**src/rtl/tgt_pkg.sv**
```systemverilog
package tgt_pkg;
    typedef enum logic [1:0] {
        ST_IDLE = 2'd0,
        ST_DATA = 2'd1,
        ST_BUSY = 2'd2
    } tgt_state_e;

    localparam logic [3:0] CMD_MEM_RD = 4'b0110;
    localparam logic [3:0] CMD_MEM_WR = 4'b0111;
endpackage

```
**src/rtl/tgt_addr_decode.sv**
```systemverilog
module tgt_addr_decode #(
    parameter int REG_WORDS = 8,
    localparam int IDX_W    = $clog2(REG_WORDS),
    localparam int WIN_LSB  = IDX_W + 2
) (
    input  logic [31:0]      addr,
    input  logic [3:0]       cmd,
    input  logic [31:0]      base,
    output logic             hit,
    output logic             is_wr,
    output logic [IDX_W-1:0] idx
);
    import tgt_pkg::*;

    logic in_window;
    logic mem_cmd;
    logic unused_bits;

    assign in_window   = (addr[31:WIN_LSB] == base[31:WIN_LSB]);
    assign mem_cmd     = (cmd == CMD_MEM_RD) || (cmd == CMD_MEM_WR);
    assign hit         = in_window && mem_cmd;
    assign is_wr       = (cmd == CMD_MEM_WR);
    assign idx         = addr[WIN_LSB-1:2];
    assign unused_bits = ^{addr[1:0], base[WIN_LSB-1:0]};
endmodule

```
**src/rtl/tgt_regbank.sv**
```systemverilog
module tgt_regbank #(
    parameter int REG_WORDS = 8,
    localparam int IDX_W    = $clog2(REG_WORDS),
    localparam int LANES    = 4
) (
    input  logic             clk,
    input  logic             rst_n,
    input  logic             wr_en,
    input  logic [IDX_W-1:0] wr_idx,
    input  logic [31:0]      wr_data,
    input  logic [LANES-1:0] wr_be,
    input  logic [IDX_W-1:0] rd_idx,
    output logic [31:0]      rd_data
);
    logic [31:0] words [REG_WORDS];

    for (genvar w = 0; w < REG_WORDS; w++) begin : g_word
        logic [31:0] word_q;
        logic        sel;
        assign sel = wr_en && (wr_idx == IDX_W'(w));

        always_ff @(posedge clk or negedge rst_n) begin
            if (!rst_n) begin
                word_q <= '0;
            end else begin
                for (int b = 0; b < LANES; b++) begin
                    if (sel && wr_be[b]) begin
                        word_q[8*b +: 8] <= wr_data[8*b +: 8];
                    end
                end
            end
        end
        assign words[w] = word_q;
    end

    assign rd_data = words[rd_idx];
endmodule

```
**src/rtl/tgt_parity_chk.sv**
```systemverilog
module tgt_parity_chk (
    input  logic [31:0] ad,
    input  logic [3:0]  cbe_n,
    input  logic        par,
    output logic        par_ok
);
    assign par_ok = ~(^{ad, cbe_n, par});
endmodule

```
**src/rtl/tgt_bus_target.sv**
```systemverilog
module tgt_bus_target #(
    parameter int REG_WORDS = 8,
    localparam int IDX_W    = $clog2(REG_WORDS)
) (
    input  logic        clk,
    input  logic        rst_n,
    input  logic        frame_n,
    input  logic        irdy_n,
    input  logic [31:0] ad_in,
    input  logic [3:0]  cbe_n,
    input  logic        par_in,
    input  logic [31:0] base_addr,
    input  logic [1:0]  wait_cfg,
    output logic [31:0] ad_out,
    output logic        ad_oe,
    output logic        devsel_n_out,
    output logic        trdy_n_out,
    output logic        stop_n_out,
    output logic        ctl_oe,
    output logic        perr_n_out,
    output logic        perr_oe
);
    import tgt_pkg::*;

    localparam logic [IDX_W-1:0] LAST_IDX = IDX_W'(REG_WORDS - 1);

    typedef struct packed {
        tgt_state_e       st;
        logic             wr;
        logic [IDX_W-1:0] idx;
        logic [1:0]       wcnt;
        logic             devsel;
        logic             trdy;
        logic             stop;
        logic             perr;
        logic             perr_en;
        logic             frame_prev;
    } ctx_t;

    ctx_t ctx_d, ctx_q;

    logic             dec_hit;
    logic             dec_wr;
    logic [IDX_W-1:0] dec_idx;
    logic             par_ok;
    logic             xfer;
    logic             no_wait;
    logic [1:0]       wait_load;
    logic [IDX_W-1:0] idx_inc;
    logic [31:0]      rd_data;

    tgt_addr_decode #(.REG_WORDS(REG_WORDS)) u_dec (
        .addr  (ad_in),
        .cmd   (cbe_n),
        .base  (base_addr),
        .hit   (dec_hit),
        .is_wr (dec_wr),
        .idx   (dec_idx)
    );

    tgt_parity_chk u_par (
        .ad     (ad_in),
        .cbe_n  (cbe_n),
        .par    (par_in),
        .par_ok (par_ok)
    );

    tgt_regbank #(.REG_WORDS(REG_WORDS)) u_bank (
        .clk     (clk),
        .rst_n   (rst_n),
        .wr_en   (xfer && ctx_q.wr),
        .wr_idx  (ctx_q.idx),
        .wr_data (ad_in),
        .wr_be   (~cbe_n),
        .rd_idx  (ctx_q.idx),
        .rd_data (rd_data)
    );

    assign xfer      = (ctx_q.st == ST_DATA) && ctx_q.trdy && !irdy_n;
    assign no_wait   = (wait_cfg == 2'd0);
    assign wait_load = no_wait ? 2'd0 : 2'(wait_cfg - 2'd1);
    assign idx_inc   = IDX_W'(ctx_q.idx + 1'b1);

    always_comb begin
        ctx_d            = ctx_q;
        ctx_d.frame_prev = frame_n;
        ctx_d.perr       = 1'b0;
        unique case (ctx_q.st)
            ST_IDLE: begin
                if (ctx_q.frame_prev && !frame_n) begin
                    if (dec_hit) begin
                        ctx_d.st     = ST_DATA;
                        ctx_d.wr     = dec_wr;
                        ctx_d.idx    = dec_idx;
                        ctx_d.devsel = 1'b1;
                        ctx_d.trdy   = no_wait;
                        ctx_d.stop   = no_wait && (dec_idx == LAST_IDX);
                        ctx_d.wcnt   = wait_load;
                    end else begin
                        ctx_d.st = ST_BUSY;
                    end
                end
            end
            ST_DATA: begin
                if (xfer) begin
                    ctx_d.perr = ctx_q.wr && !par_ok;
                    if (frame_n || ctx_q.stop) begin
                        ctx_d.st     = frame_n ? ST_IDLE : ST_BUSY;
                        ctx_d.devsel = 1'b0;
                        ctx_d.trdy   = 1'b0;
                        ctx_d.stop   = 1'b0;
                    end else begin
                        ctx_d.idx  = idx_inc;
                        ctx_d.trdy = no_wait;
                        ctx_d.stop = no_wait && (idx_inc == LAST_IDX);
                        ctx_d.wcnt = wait_load;
                    end
                end else if (!ctx_q.trdy) begin
                    if (ctx_q.wcnt == 2'd0) begin
                        ctx_d.trdy = 1'b1;
                        ctx_d.stop = (ctx_q.idx == LAST_IDX);
                    end else begin
                        ctx_d.wcnt = ctx_q.wcnt - 2'd1;
                    end
                end
            end
            ST_BUSY: begin
                if (frame_n && irdy_n) begin
                    ctx_d.st = ST_IDLE;
                end
            end
            default: ctx_d.st = ST_IDLE;
        endcase
        ctx_d.perr_en = ((ctx_d.st == ST_DATA) && ctx_d.wr) || ctx_d.perr;
    end

    always_ff @(posedge clk or negedge rst_n) begin
        if (!rst_n) begin
            ctx_q            <= '0;
            ctx_q.st         <= ST_IDLE;
            ctx_q.frame_prev <= 1'b1;
        end else begin
            ctx_q <= ctx_d;
        end
    end

    assign ad_out       = rd_data;
    assign ad_oe        = ctx_q.devsel && !ctx_q.wr;
    assign devsel_n_out = ~ctx_q.devsel;
    assign trdy_n_out   = ~ctx_q.trdy;
    assign stop_n_out   = ~ctx_q.stop;
    assign ctl_oe       = ctx_q.devsel;
    assign perr_n_out   = ~ctx_q.perr;
    assign perr_oe      = ctx_q.perr_en;


    trdy_claimed_chk: assert property (@(posedge clk) disable iff (!rst_n)
        !trdy_n_out |-> (!devsel_n_out && ctl_oe));


    stop_with_trdy_chk: assert property (@(posedge clk) disable iff (!rst_n)
        !stop_n_out |-> (!trdy_n_out && !devsel_n_out));


    release_together_chk: assert property (@(posedge clk) disable iff (!rst_n)
        $rose(devsel_n_out) |-> (trdy_n_out && stop_n_out && !ctl_oe));


    index_step_chk: assert property (@(posedge clk) disable iff (!rst_n)
        (xfer && !frame_n && !ctx_q.stop) |=> (ctx_q.idx == IDX_W'($past(ctx_q.idx) + 1'b1)));


    read_drive_claimed_chk: assert property (@(posedge clk) disable iff (!rst_n)
        ad_oe |-> ctl_oe);


    perr_enabled_chk: assert property (@(posedge clk) disable iff (!rst_n)
        !perr_n_out |-> perr_oe);
endmodule

```
**config.mk**
```make
export PLATFORM = sky130hd
export DESIGN_NAME = tgt_bus_target
export DESIGN_NICKNAME = d
export VERILOG_FILES = /design/src/rtl/tgt_pkg.sv /design/src/rtl/tgt_addr_decode.sv /design/src/rtl/tgt_regbank.sv /design/src/rtl/tgt_parity_chk.sv /design/src/rtl/tgt_bus_target.sv
export SDC_FILE = /design/constraint.sdc
export NUM_CORES = 1
export LEC_CHECK = 0
export BUFFER_PORTS_ARGS = -buffer_cell sky130_fd_sc_hd__buf_4
export CAP_MARGIN = 20
export CELL_PAD_IN_SITES_DETAIL_PLACEMENT = 0
export CELL_PAD_IN_SITES_GLOBAL_PLACEMENT = 1
export CORE_MARGIN = 2
export CORE_UTILIZATION = 40
export DETAILED_ROUTE_END_ITERATION = 10
export PLACE_DENSITY_LB_ADDON = 0.1
export SLEW_MARGIN = 30
export SYNTH_ARGS = -nofsm -noshare
export SYNTH_HDL_FRONTEND = slang
export SYNTH_SLANG_ARGS = --single-unit
```
**constraint.sdc**
```tcl
create_clock -name clk -period 2.5 [get_ports clk]
set_input_delay 0.125 -clock clk [delete_from_list [all_inputs] [get_ports clk]]
set_output_delay 0.125 -clock clk [all_outputs]
set_load 0.05 [all_outputs]
```
* Word level (Yosys, flattened, before mapping) *
Cells that the tools add are included.

cells by class
  bitwise operators = 6
  add/sub/neg operators = 3
  equal/unequal tests = 24
  $lt $le $gt $ge = 1
  reductions and logical operators = 68
  muxes and demuxes = 27

operators by type and width
  cell                count
  $bmux 32 s3         1
  $mux 32             2
  $logic_and 1x1->1   51
  $reduce_xor 37->1   1
  $eq 27x27->1        1
  $mux 2              13
  $eq 3x3->1 const B  6
  $pmux 8 s2          1
  $reduce_and 5->1    3
  $mux 11             1
  $mux 9              1
  $ne 3x3->1 const B  3
  $eq 4x3->1 const B  2
  $ne 2x2->1 const B  4
  $eq 3x2->1 const B  2
  $logic_not 2->1     3
  $pmux 2 s3          1
  $reduce_and 6->1    1
  $mux 1              5
  $mux 5              1
  $eq 2x1->1 const B  2
  $ge 4x4->1 const B  1
  $not 1->1           4
  $not 3->4           1
  13 further kinds    18

storage, ports and cells
  word-level logic and storage cells = 171
  output and inout bits = 39
  input bits = 75
  register bits after elaboration = 270

* Longest topological paths before layout *
Gate-level depths: netlist (run 1).

  depth after elaboration = 9
  depth in mapped cells = 8
  depth with buffers taken out = 7

* Modules after synthesis *
Synthesis (run 1) repeated with hierarchy kept, for this count alone.

second synthesis, totals
  cells, all modules = 852
  area, all modules = 13065.0 um2

by module, submodules not included
  module           instances  cells an instance  area an instance (um2)  seq. area each (um2)
  tgt_regbank      1          674                11509.8                 6406.1
  tgt_bus_target   1          102                898.4                   351.6
  tgt_addr_decode  1          41                 336.6                   0.0
  tgt_parity_chk   1          35                 320.3                   0.0

* Least setup slack after synthesis (run 1) *
OpenSTA, ideal clock, no wires.

  path type = register to register
  start = reg ctx_q[9] (netlist name)
  end = reg u_bank.g_word[5].word_q[0]
  setup slack = 0.336 ns
  arrival time = 2.039 ns
  setup time = 0.125 ns
  required time = 2.375 ns
  clock period less this slack = 2.164 ns
  buffers on the path = 2
  stages on the path, launching flop included = 8
  cell sequence = dfrtp_1 clkbuf_1 buf_1 inv_1 ha_1 nand3_1 nor2_4 mux2_2

on the way
  longest elaborated chain between the ends = 3

ends and longest elaborated chain
  element                         RTL line               RTL
  start: declaration              tgt_bus_target.sv:40   ctx_t ctx_d, ctx_q;
  start signal: assignment        tgt_bus_target.sv:143  ctx_q <= ctx_d;
  $eq 3x3->1                      tgt_regbank.sv:20      assign sel = wr_en && (wr_idx == IDX_W'(w));
  $logic_and 1x1->1               tgt_regbank.sv:20
  $logic_and 1x1->1               tgt_regbank.sv:27      if (sel && wr_be[b]) begin
  end signal: indexed assignment  tgt_regbank.sv:28      word_q[8*b +: 8] <= wr_data[8*b +: 8];
  end: declaration                tgt_regbank.sv:18      logic [31:0] word_q;

No other way between the ends.
A chain may end at the register's enable or synchronous reset.

* Worst setup path in the final report (run 1) *
  start = reg ctx_q[8] (netlist name)
  end = out ad_out[8]

on the way
  longest elaborated chain between the ends = 4

ends and longest elaborated chain
  element                                     RTL line              RTL
  $not 3->4 (not written as such)             tgt_regbank.sv:36     assign rd_data = words[rd_idx];
  $bmux 32 s3                                 tgt_regbank.sv:36
  $mux 32 (not written as such) (2 in a row)  tgt_regbank.sv:36
  end: declaration                            tgt_bus_target.sv:14  output logic [31:0] ad_out,

No other way between the ends. The select of a mux whose other input is x is not followed.

==> flow_summary_export.csv, run 1 <==
group,metric,value,unit
outcome,outcome,"completed",
logic_synthesis,netlist_instances,956,
grt,grt_max_degree,78,
placed_design,dpl.hpwl,21580,um
sta,fin_worst_skew,10.28,ps
logic_synthesis,ys_seq_area_share,50.57,%
setup_path,reg2reg_depth,7,
routing,firstDrtPassIters,7,
layout,syn2layout_area_growth,20.75,%
grt,grt_pass1_vias,8701,
grt,grt_pass1_wl,52460,um
logic_synthesis,synth_area,0.01336,mm^2
clocking,htreeDepth,2,
routing,drtAntennaViolNets,0,
sta,final-hold-violation-count,0,
routing,drt-initial-drc-count,294,
setup_path,crit_slowest_cell,"mux4_2",
min_path,whs_endpoint,"u_bank.g_word[3].word_q[21]",
logic_synthesis,synthDistinctLibCells,53,
die,core,0.03270,mm^2
die,io_pins,114,
routing,vias,8128,
sta,fmax,0.4302,GHz
sta,slew_viol_final,0,
logic_synthesis,synth_area_leader_cell,"dfrtp_1",
setup_path,crit_required,2380,ps
sta,finalCritPeriodShare,92.97,%
layout,seq_area,0.006764,mm^2
routing,drcViolationCount,0,
sta,worst_pin_slew,643.6,ps
layout,multiInputGateArea,0.006193,mm^2
setup_path,worstPathCellList,"buf_12 -> mux4_2 -> nand2_1 -> nand2_1 -> buf_4",
die,start_util,40.87,%
logic_synthesis,synth_edf_count,0,
layout,layout.nets,1183,
logic_synthesis,yosysTopAreaCellShare,50.37,%
sta,setup_viol_count_final,0,
layout,drive_gt1_share,49.47,%
logic_synthesis,ys_ff_latch,270,
sta,slew-limit-headroom,57.10,%
logic_synthesis,ys.flop_type,"dfrtp_1",
logic_synthesis,synth_area_leaders,"dfrtp_1 50%, mux2_2 22%, mux4_2 11%",
sta,fin_setup_tns,0,ps
setup_path,startpoint_type,"flip-flop",
setup_path,worst-path-max-fanout,35,
setup_path,max_stage_delay,540,ps
grt,grt_antenna_before_repair,0,
logic_synthesis,synth.avg_cell_area,13.98,um^2
sta,min_period,2324,ps
clocking,cts_buffers,34,
min_path,hold_depth,2,
routing,vias_per_cell,5.190,
die,rows,66,
grt,groute.usage.overall,19.56,%
grt,grt-ovfl-total,0,
logic_synthesis,ys.warnings.count,0,
placed_design,post-place-ws,313.0,ps
run,cap_violations,0,
setup_path,cpMostUsedCell,"nand2_1",
layout,fin_area,0.01614,mm^2
power_and_ir_drop,ir_worst_vdd,0.5220,mV
logic_synthesis,ys_async_sr_fraction,100.0,%
clocking,post-cts-setup-buffer-count,0,
clocking,clock_latency,500,ps
clocking,root_buffer,"clkbuf_16",
clocking,cts.sinks,270,
setup_path,reg2reg_slack,280,ps
sta,fin_ws,175.7,ps
placed_design,io_buffers,108,
layout,fin_cells,1566,
sta,grt_setup_unrepaired,"false",
layout,antenna_cells,0,
clocking,clkTransAtPathRegs,60,ps
die,die_area,0.03489,mm^2
clocking,cts_tree,"built",
logic_synthesis,syn-num-nets,1038,
placed_design,dp_cells,1476,
routing,drt_wl_total,33270,um
setup_path,startpoint,"ctx_q[8]",
die,die_w,186.8,um
routing,wl_per_cell,21.25,um
min_path,min_from,"ad_in[21]",
placed_design,gp_congestion,0.7495,
setup_path,crit_arrival,2200,ps
min_path,holdCritPathClass,"primary input to flip-flop",
power_and_ir_drop,power_leakage,7.674,nW
die,die_h,186.8,um
power_and_ir_drop,total_power,11.37,mW
clocking,cts_buffer_depth,3,
setup_path,timing.rr.end,"u_bank.g_word[4].word_q[2]",
power_and_ir_drop,powerDensity,704.6,mW/mm^2
placed_design,dpl_cell_area,0.01472,mm^2
setup_path,end_kind,"primary output",
setup_path,rr_startpoint,"ctx_q[13]",
setup_path,path_class,"flip-flop to primary output",
layout,fillers,2981,
[cell families after synthesis]
| family | Yosys count | synth area share [%] |
|---|---|---|
| compound gates | 31 | 1.685 |
| mux | 325 | 32.75 |
| simple gates | 183 | 6.984 |
| buf+inv | 82 | 3.090 |
| flops | 270 | 50.57 |
| xor+xnor | 58 | 4.269 |
| fa+ha+maj | 7 | 0.6553 |
[sequential cells by signal, summed over array words and instances (netlist names)]
name / cells
ctl_oe: 1
perr_oe: 1
ctx_q: 12
u_bank.g_word.word_q: 256
[layout make-up]
type,count,area share (%)
flip-flops and latches,270,41.92
multi-input cells,604,38.38
repair buffers,177,9.149
clock buffers,52,6.273
well taps,442,3.427
clock inverters,7,0.5273
inverters,14,0.3257
[synthesized netlist by cell type, types with 2 or more instances]
| library cell | count |
|---|---|
| dfrtp_1 | 269 |
| mux2_2 | 258 |
| nand2_1 | 113 |
| mux4_2 | 64 |
| xnor2_1 | 50 |
| clkbuf_1 | 24 |
| buf_2 | 22 |
| inv_1 | 13 |
| nor2_2 | 12 |
| nor2_4 | 12 |
| nor2_1 | 9 |
| nand4_1 | 8 |
| buf_1 | 7 |
| buf_6 | 7 |
| ha_1 | 7 |
| a21oi_1 | 6 |
| buf_4 | 6 |
| nand3_1 | 5 |
| or2_1 | 5 |
| o21ai_0 | 4 |
| xnor3_1 | 4 |
| mux2i_1 | 3 |
| nor3_1 | 3 |
| or2_2 | 3 |
| xor2_1 | 3 |
| a2bb2oi_1 | 2 |
| a31o_2 | 2 |
| a31oi_1 | 2 |
| a32oi_1 | 2 |
| clkbuf_2 | 2 |
| nand2b_1 | 2 |
| nor4_1 | 2 |
| o211ai_1 | 2 |
| o22ai_1 | 2 |
| o31a_1 | 2 |
| o32ai_1 | 2 |
[where the power goes]
| part | internal (mW) | switching, mW | total [mW] | leakage, nW |
|---|---|---|---|---|
| clock network | 2.99 | 1.79 | 4.78 | 0.540 |
| logic | 0.779 | 1.21 | 1.99 | 3.41 |
| registers | 4.51 | 0.0910 | 4.60 | 3.72 |
| total | 8.27 | 3.10 | 11.4 | 7.67 |
[layer usage]
metal	global-route usage, %	share of wire [%]	vias up
met3	3.178	4.5	22
met5	0	0	-
met2	31.61	47	156
met1	28.05	47	4242
li1	-	-	3708
met4	3.846	0.95	0
[per-stage QoR]
step	hold WS (ps)	utilization [%]
after floorplan	-170.6	-
after global placement	166.0	45.00
after detailed placement	157.5	45.00
after CTS	3.214	49.33
after global routing	9.295	49.35
final	13.55	49.35
[placed cells by master, fill, tap and decap left out, types with 3 or more instances in the layout]
| cell type | n |
|---|---|
| nand3_1 | 5 |
| clkbuf_8 | 3 |
| or2_2 | 3 |
| nand4_1 | 8 |
| or2_1 | 5 |
| inv_1 | 12 |
| clkinv_2 | 5 |
| nor2_4 | 12 |
| clkbuf_16 | 37 |
| dlygate4sd3_1 | 31 |
| a21oi_1 | 6 |
| mux2_2 | 258 |
| o21ai_0 | 4 |
| nand2_1 | 113 |
| nor2_1 | 9 |
| mux4_2 | 64 |
| ha_1 | 7 |
| clkbuf_1 | 12 |
| xor2_1 | 3 |
| buf_12 | 5 |
| mux2i_1 | 3 |
| nor2_2 | 12 |
| xnor2_1 | 50 |
| nor3_1 | 3 |
| xnor3_1 | 4 |
| buf_4 | 140 |
| dfrtp_1 | 266 |
[timing repair]
item                                   4_1_cts  5_1_grt
endpoints found under the hold margin      281        0
resized for setup                            2        1
setup endpoints to repair                   17       16
hold buffers                                31        0
cloned                                       0        0
[how the worst max path moves through the flow]
stage	depth (start not counted)	endpoint	slack, ps
2_1_floorplan	7	u_bank.g_word[5].word_q[0]	340
3_3_place_gp	5	ad_out[22]	300
3_5_place_dp	5	ad_out[22]	310
4_1_cts	5	ad_out[22]	40
5_1_grt	5	ad_out[22]	50
6_report	5	ad_out[8]	180
[critical path, delay by kind of cell, from the launching register on]
family	cells	cell delay, ps
buf+inv	2	500
mux	1	540
flops	1	460
simple gates	2	180
Power figures use the tool's default switching activity.
==> run 2, diff against run 1 <==
--- a/config.mk
+++ b/config.mk
@@ -5,6 +5,7 @@
 export SDC_FILE = /design/constraint.sdc
 export NUM_CORES = 1
 export LEC_CHECK = 0
+export ABC_AREA = 1
 export BUFFER_PORTS_ARGS = -buffer_cell sky130_fd_sc_hd__buf_4
 export CAP_MARGIN = 20
 export CELL_PAD_IN_SITES_DETAIL_PLACEMENT = 0
==> run 2 against run 1 <==
- via count rose by 51%
- largest cell class unchanged
- routed wire length rose by 26%
- largest power group unchanged
- power is 15% lower
- clock power shrank 4%
- global-route usage rose by 3.9 points
==> flow_summary_export.csv, run 2 <==
group,metric,value,unit
outcome,outcome,"completed",
power_and_ir_drop,ir_worst_vdd,0.5023,mV
sta,worst_pin_slew,588.4,ps
layout,layout_common_cells,"510 x nand2_1, 302 x o21ai_0, 270 x nor2_1",
logic_synthesis,synth_xor_area_share,0.8817,%
die,io_pins,114,
grt,grt_max_degree,70,
layout,layout.nets,2004,
grt,grt-ovfl-total,0,
layout,syn2layout_area_growth,18.60,%
routing,drcViolationCount,0,
power_and_ir_drop,power_leakage,8.074,nW
routing,drt_wl_total,41880,um
logic_synthesis,synth.avg_cell_area,7.620,um^2
die,core,0.03437,mm^2
logic_synthesis,synth_edf_count,0,
setup_path,end_kind,"primary output",
routing,vias,12250,
logic_synthesis,ys.flop_type,"dfrtp_1",
setup_path,crit_arrival,2300,ps
placed_design,gp_congestion,0.8644,
logic_synthesis,ys_ff_latch,270,
logic_synthesis,synth_compound_area_share,18.72,%
logic_synthesis,synth.mux.area_fraction,0,%
setup_path,reg2reg_depth,8,
min_path,hold_depth,3,
logic_synthesis,netlist_instances,1825,
sta,slew-limit-headroom,60.73,%
clocking,cts_buffers,31,
grt,grt_pass1_wl,66780,um
logic_synthesis,yosys.area_share.simple,24.84,%
clocking,htreeDepth,1,
power_and_ir_drop,total_power,9.660,mW
logic_synthesis,ys.warnings.count,0,
die,rows,68,
logic_synthesis,synth_area_leaders,"dfrtp_1 48%, nand2_1 14%, o21ai_0 11%",
sta,min_period,2420,ps
layout,fin_cells,2400,
clocking,cts.sinks,270,
run,cap_violations,0,
placed_design,dp_cells,2334,
grt,grt_antenna_before_repair,0,
clocking,post-cts-setup-buffer-count,0,
layout,top_register,"u_bank.g_word.word_q",
clocking,clkTransAtPathRegs,60,ps
logic_synthesis,synth_common_cells,"510 x nand2_1, 303 x o21ai_0, 270 x nor2_1, 269 x dfrtp_1, 99 x inv_1",
layout,antenna_cells,0,
logic_synthesis,yosysMostFrequentCell,"nand2_1",
sta,fin_worst_skew,10.54,ps
sta,hold_slack,8.666,ps
logic_synthesis,yosysTopAreaCellShare,48.40,%
routing,drt-initial-drc-count,846,
logic_synthesis,synthDistinctLibCells,34,
grt,grt_pass1_vias,11959,
routing,firstDrtPassIters,8,
placed_design,io_buffers,108,
sta,final-hold-violation-count,0,
layout,drive_gt1_share,14.19,%
routing,vias_per_cell,5.104,
layout,final_common_cell,"nand2_1",
setup_path,path_class,"flip-flop to primary output",
layout,fillers,3548,
power_and_ir_drop,powerDensity,585.7,mW/mm^2
sta,fmax,0.4132,GHz
clocking,cts_buffer_depth,3,
logic_synthesis,synth_adder_area_share,0.6298,%
logic_synthesis,synth_area,0.01391,mm^2
logic_synthesis,ys_seq_area_share,48.59,%
sta,setup_viol_count_final,0,
grt,groute.usage.overall,23.42,%
setup_path,worst-path-max-fanout,49,
routing,drtAntennaViolNets,0,
routing,wl_per_cell,17.45,um
clocking,cts_tree,"built",
logic_synthesis,ys_async_sr_fraction,100.0,%
clocking,clock_latency,560,ps
die,die_h,190.5,um
min_path,holdCritPathClass,"primary input to flip-flop",
logic_synthesis,synth_top_family_by_area,"simple AND/OR/NAND/NOR gates",
layout,reg_top3,"u_bank.g_word.word_q (256), ctx_q (12)",
die,die_area,0.03628,mm^2
sta,slew_viol_final,0,
die,die_w,190.5,um
die,start_util,40.46,%
setup_path,crit_required,2380,ps
logic_synthesis,synth_area_leader_cell,"dfrtp_1",
clocking,root_buffer,"clkbuf_16",
layout,largest_reg_flops,256,
sta,finalCritPeriodShare,96.80,%
logic_synthesis,syn-num-nets,1907,
placed_design,dpl.hpwl,27740,um
sta,grt_setup_unrepaired,"true",
setup_path,startpoint_type,"flip-flop",
## run 2: critical path, stage by stage (launching register included)
cell and delay (ps):
dfrtp_4 470, buf_16 250, buf_16 200, o21ai_0 110, o22ai_1 180, nor2_1 60
a31oi_1 200, buf_4 240
## run 2: final timing paths
path	start	end	slack [ps]
setup / recovery	ctx_q[8]	ad_out[28]	80
setup reg to reg	ctx_q[8]	u_bank.g_word[6].word_q[22]	300
max in group asynchronous	rst_n	u_bank.g_word[6].word_q[11]	1560
hold / removal	ad_in[29]	u_bank.g_word[5].word_q[29]	9
min in group asynchronous	rst_n	u_bank.g_word[2].word_q[0]	140
hold reg to reg	u_bank.g_word[5].word_q[27]	u_bank.g_word[5].word_q[27]	470
## run 2: report_power, final
part | internal (mW) | switching, mW
sequential | 4.38 | 0.00504
clock | 2.82 | 1.79
combinational | 0.210 | 0.461
total | 7.41 | 2.25
## run 2: cells by family (layout without fill, tap and decap cells)
| kind of cell | count (synthesis) | after routing |
|---|---|---|
| xor+xnor | 14 | 14 |
| flops | 270 | 270 |
| fa+ha+maj | 7 | 7 |
| compound gates | 472 | 472 |
| buf+inv | 200 | 320 |
| simple gates | 862 | 862 |
## run 2: timing repair
| item | CTS | global route |
|---|---|---|
| hold buffers | 9 | 0 |
| endpoints found under the hold margin | 97 | 0 |
| cloned | 1 | 0 |
| endpoints found under the setup margin | 11 | 11 |
| gates resized for setup | 8 | 7 |
## run 2: metal layers
| layer | vias up | GRT usage (%) | wire length, um |
|---|---|---|---|
| li1 | 6155 | - | - |
| met1 | 5776 | 34.01 | 20570 |
| met2 | 284 | 38.01 | 19000 |
| met3 | 35 | 2.558 | 1724 |
| met4 | 0 | 4.621 | 588 |
| met5 | - | 0 | 0 |
## run 2: final cells by class
cell class / count / area [um^2] / share of cell area (%)
clock inverter: 7 / 91.34 / 0.5538
multi-input combinational: 1355 / 6281 / 38.08
tap: 455 / 569.3 / 3.452
timing repair buffer: 162 / 1441 / 8.739
inverter: 102 / 384.1 / 2.329
clock buffer: 49 / 963.4 / 5.841
sequential: 270 / 6763 / 41.00
## run 2: per-stage QoR
step | setup slack (ps) | setup TNS (ps) | instance area, um^2 | utilization (%)
final | 79.94 | 0 | 16490 | 47.98
after CTS | 15.36 | 0 | 16460 | 47.89
after global routing | -51.58 | -178.7 | 16490 | 47.98
after detailed placement | 369.7 | 0 | 15250 | 44.35
after floorplan | 199.9 | 0 | 13910 | -
after global placement | 392.0 | 0 | 15250 | 44.35
==> run 3, diff against run 2 <==
--- a/config.mk
+++ b/config.mk
@@ -14,7 +14,7 @@
 export CORE_UTILIZATION = 40
 export DETAILED_ROUTE_END_ITERATION = 10
 export PLACE_DENSITY_LB_ADDON = 0.1
-export SLEW_MARGIN = 30
+export REMOVE_ABC_BUFFERS = 1
 export SYNTH_ARGS = -nofsm -noshare
 export SYNTH_HDL_FRONTEND = slang
 export SYNTH_SLANG_ARGS = --single-unit
==> run 3 against run 2 <==
- largest power group unchanged
- utilization rose by 0.37 points
- worst setup slack improved by 40 ps
- clock-buffer cell count rose by 5
==> flow_summary_export.csv, run 3 (synthesized netlist as in run 2, its figures left out) <==
group,metric,value,unit
die,start_util,40.46,%
power_and_ir_drop,ir_worst_vdd,0.4266,mV
clocking,htreeDepth,2,
die,die_h,190.5,um
layout,final_common_cell,"nand2_1",
grt,grt_max_degree,71,
layout,largest_reg_flops,256,
sta,grt_setup_unrepaired,"false",
routing,drt_wl_total,42890,um
layout,syn2layout_area_growth,19.52,%
routing,drt-initial-drc-count,1019,
clocking,clkTransAtPathRegs,60,ps
layout,finalCoreUtilization,48.36,%
sta,min_period,2380,ps
sta,fmax,0.4201,GHz
setup_path,startpoint_type,"flip-flop",
clocking,cts_buffer_depth,3,
grt,groute.usage.overall,24.05,%
die,core,0.03437,mm^2
die,rows,68,
placed_design,dpl_cell_area,0.01524,mm^2
outcome,outcome,"completed",
routing,vias,12339,
sta,finalCritPeriodShare,95.21,%
die,die_w,190.5,um
routing,wl_per_cell,17.86,um
routing,vias_per_cell,5.139,
layout,layout.nets,2002,
die,die_area,0.03628,mm^2
setup_path,crit_required,2380,ps
sta,setup_viol_count_final,0,
placed_design,io_buffers,108,
layout,drive_gt1_share,14.70,%
layout,layout_common_cells,"510 x nand2_1, 303 x o21ai_0, 270 x nor2_1",
setup_path,path_class,"flip-flop to primary output",
clocking,root_buffer,"clkbuf_16",
setup_path,crit_arrival,2260,ps
power_and_ir_drop,power_leakage,8.131,nW
placed_design,dpl.hpwl,27500,um
routing,firstDrtPassIters,6,
sta,slew_viol_final,0,
setup_path,end_kind,"primary output",
clocking,cts_buffers,34,
layout,fin_area,0.01662,mm^2
layout,reg_top3,"u_bank.g_word.word_q (256), ctx_q (12)",
clocking,cts_tree,"built",
min_path,holdCritPathClass,"primary input to flip-flop",
die,io_pins,114,
grt,grt_antenna_before_repair,1,
clocking,clock_latency,510,ps
routing,drtAntennaViolNets,0,
layout,top_register,"u_bank.g_word.word_q",
sta,final-hold-violation-count,0,
power_and_ir_drop,total_power,10.10,mW
routing,drcViolationCount,0,
setup_path,worst-path-max-fanout,29,
grt,grt_pass1_wl,67940,um
placed_design,gp_congestion,0.8558,
sta,fin_worst_skew,9.010,ps
grt,grt_pass1_vias,11993,
sta,worst_pin_slew,546.4,ps
clocking,cts.sinks,270,
run,cap_violations,0,
grt,grt-ovfl-total,0,
power_and_ir_drop,powerDensity,607.7,mW/mm^2
sta,slew-limit-headroom,63.44,%
layout,antenna_cells,0,
-- run 3: changes by cell type in the layout (fill, tap and decap cells not counted), sizes merged --
cell,previous run,this run
clkbuf,49,57
dlygate4sd3,9,4
clkinv,5,8
buf,152,150
bufbuf,1,0
bufinv,2,1
inv,101,100
-- run 3: through the flow --
stage | worst slack [ps] | hold WS [ps] | TNS, ps | instances
2_1_floorplan | -2933 | -170.6 | -569520 | 1727
3_3_place_gp | 397.6 | 123.2 | 0 | 2330
3_5_place_dp | 319.1 | 115.9 | 0 | 2330
4_1_cts | 2.864 | 26.87 | 0 | 2396
5_1_grt | 9.869 | 32.57 | 0 | 2401
6_report | 119.7 | 43.46 | 0 | 2401
-- run 3: cell type report --
type	instances	area (um^2)
Tap cell	455	569.3
Timing Repair Buffer	157	1420
Fill cell	3474	17750
Clock buffer	54	1110
Multi-Input combinational cell	1355	6300
Clock inverter	8	67.56
Sequential cell	270	6763
Inverter	102	392.9
-- run 3: final timing paths --
kind	startpoint	endpoint	slack [ps]	depth (start not counted)
min	irdy_n	ctx_q[13]	40	4
min reg2reg	u_bank.g_word[5].word_q[30]	u_bank.g_word[5].word_q[30]	470	2
max in group asynchronous	rst_n	u_bank.g_word[3].word_q[20]	1500	3
min in group asynchronous	rst_n	u_bank.g_word[0].word_q[12]	150	2
max reg2reg	ctx_q[13]	u_bank.g_word[5].word_q[27]	340	10
max	ctx_q[8]	ad_out[8]	120	7
-- run 3: critical path: stages (launching register included) --
cell and delay, ps:
dfrtp_4 560, clkinv_4 170, buf_16 190, o21ai_0 90, o22ai_1 230, nor2_1 90
a31oi_1 160, buf_4 220
-- run 3: what timing repair did --
action,in CTS,in global routing
buffers inserted,0,2
resized for setup,5,9
cloned,0,3
hold endpoints to repair,64,0
pin swaps,0,0
hold buffers,4,0
endpoints found under the setup margin,7,21
-- run 3: routing by layer --
metal	GRT usage, %	wire length, um	vias to the layer above
met5	0	0	-
met4	6.410	945	0
met1	33.57	20260	5859
met2	39.47	19920	248
met3	3.110	1767	55
li1	-	-	6177
-- run 3: report_power, final --
group          switching, mW  internal [mW]  total, mW
clock                   1.90           3.15       5.05
combinational          0.471          0.200      0.671
sequential           0.00473           4.38       4.38
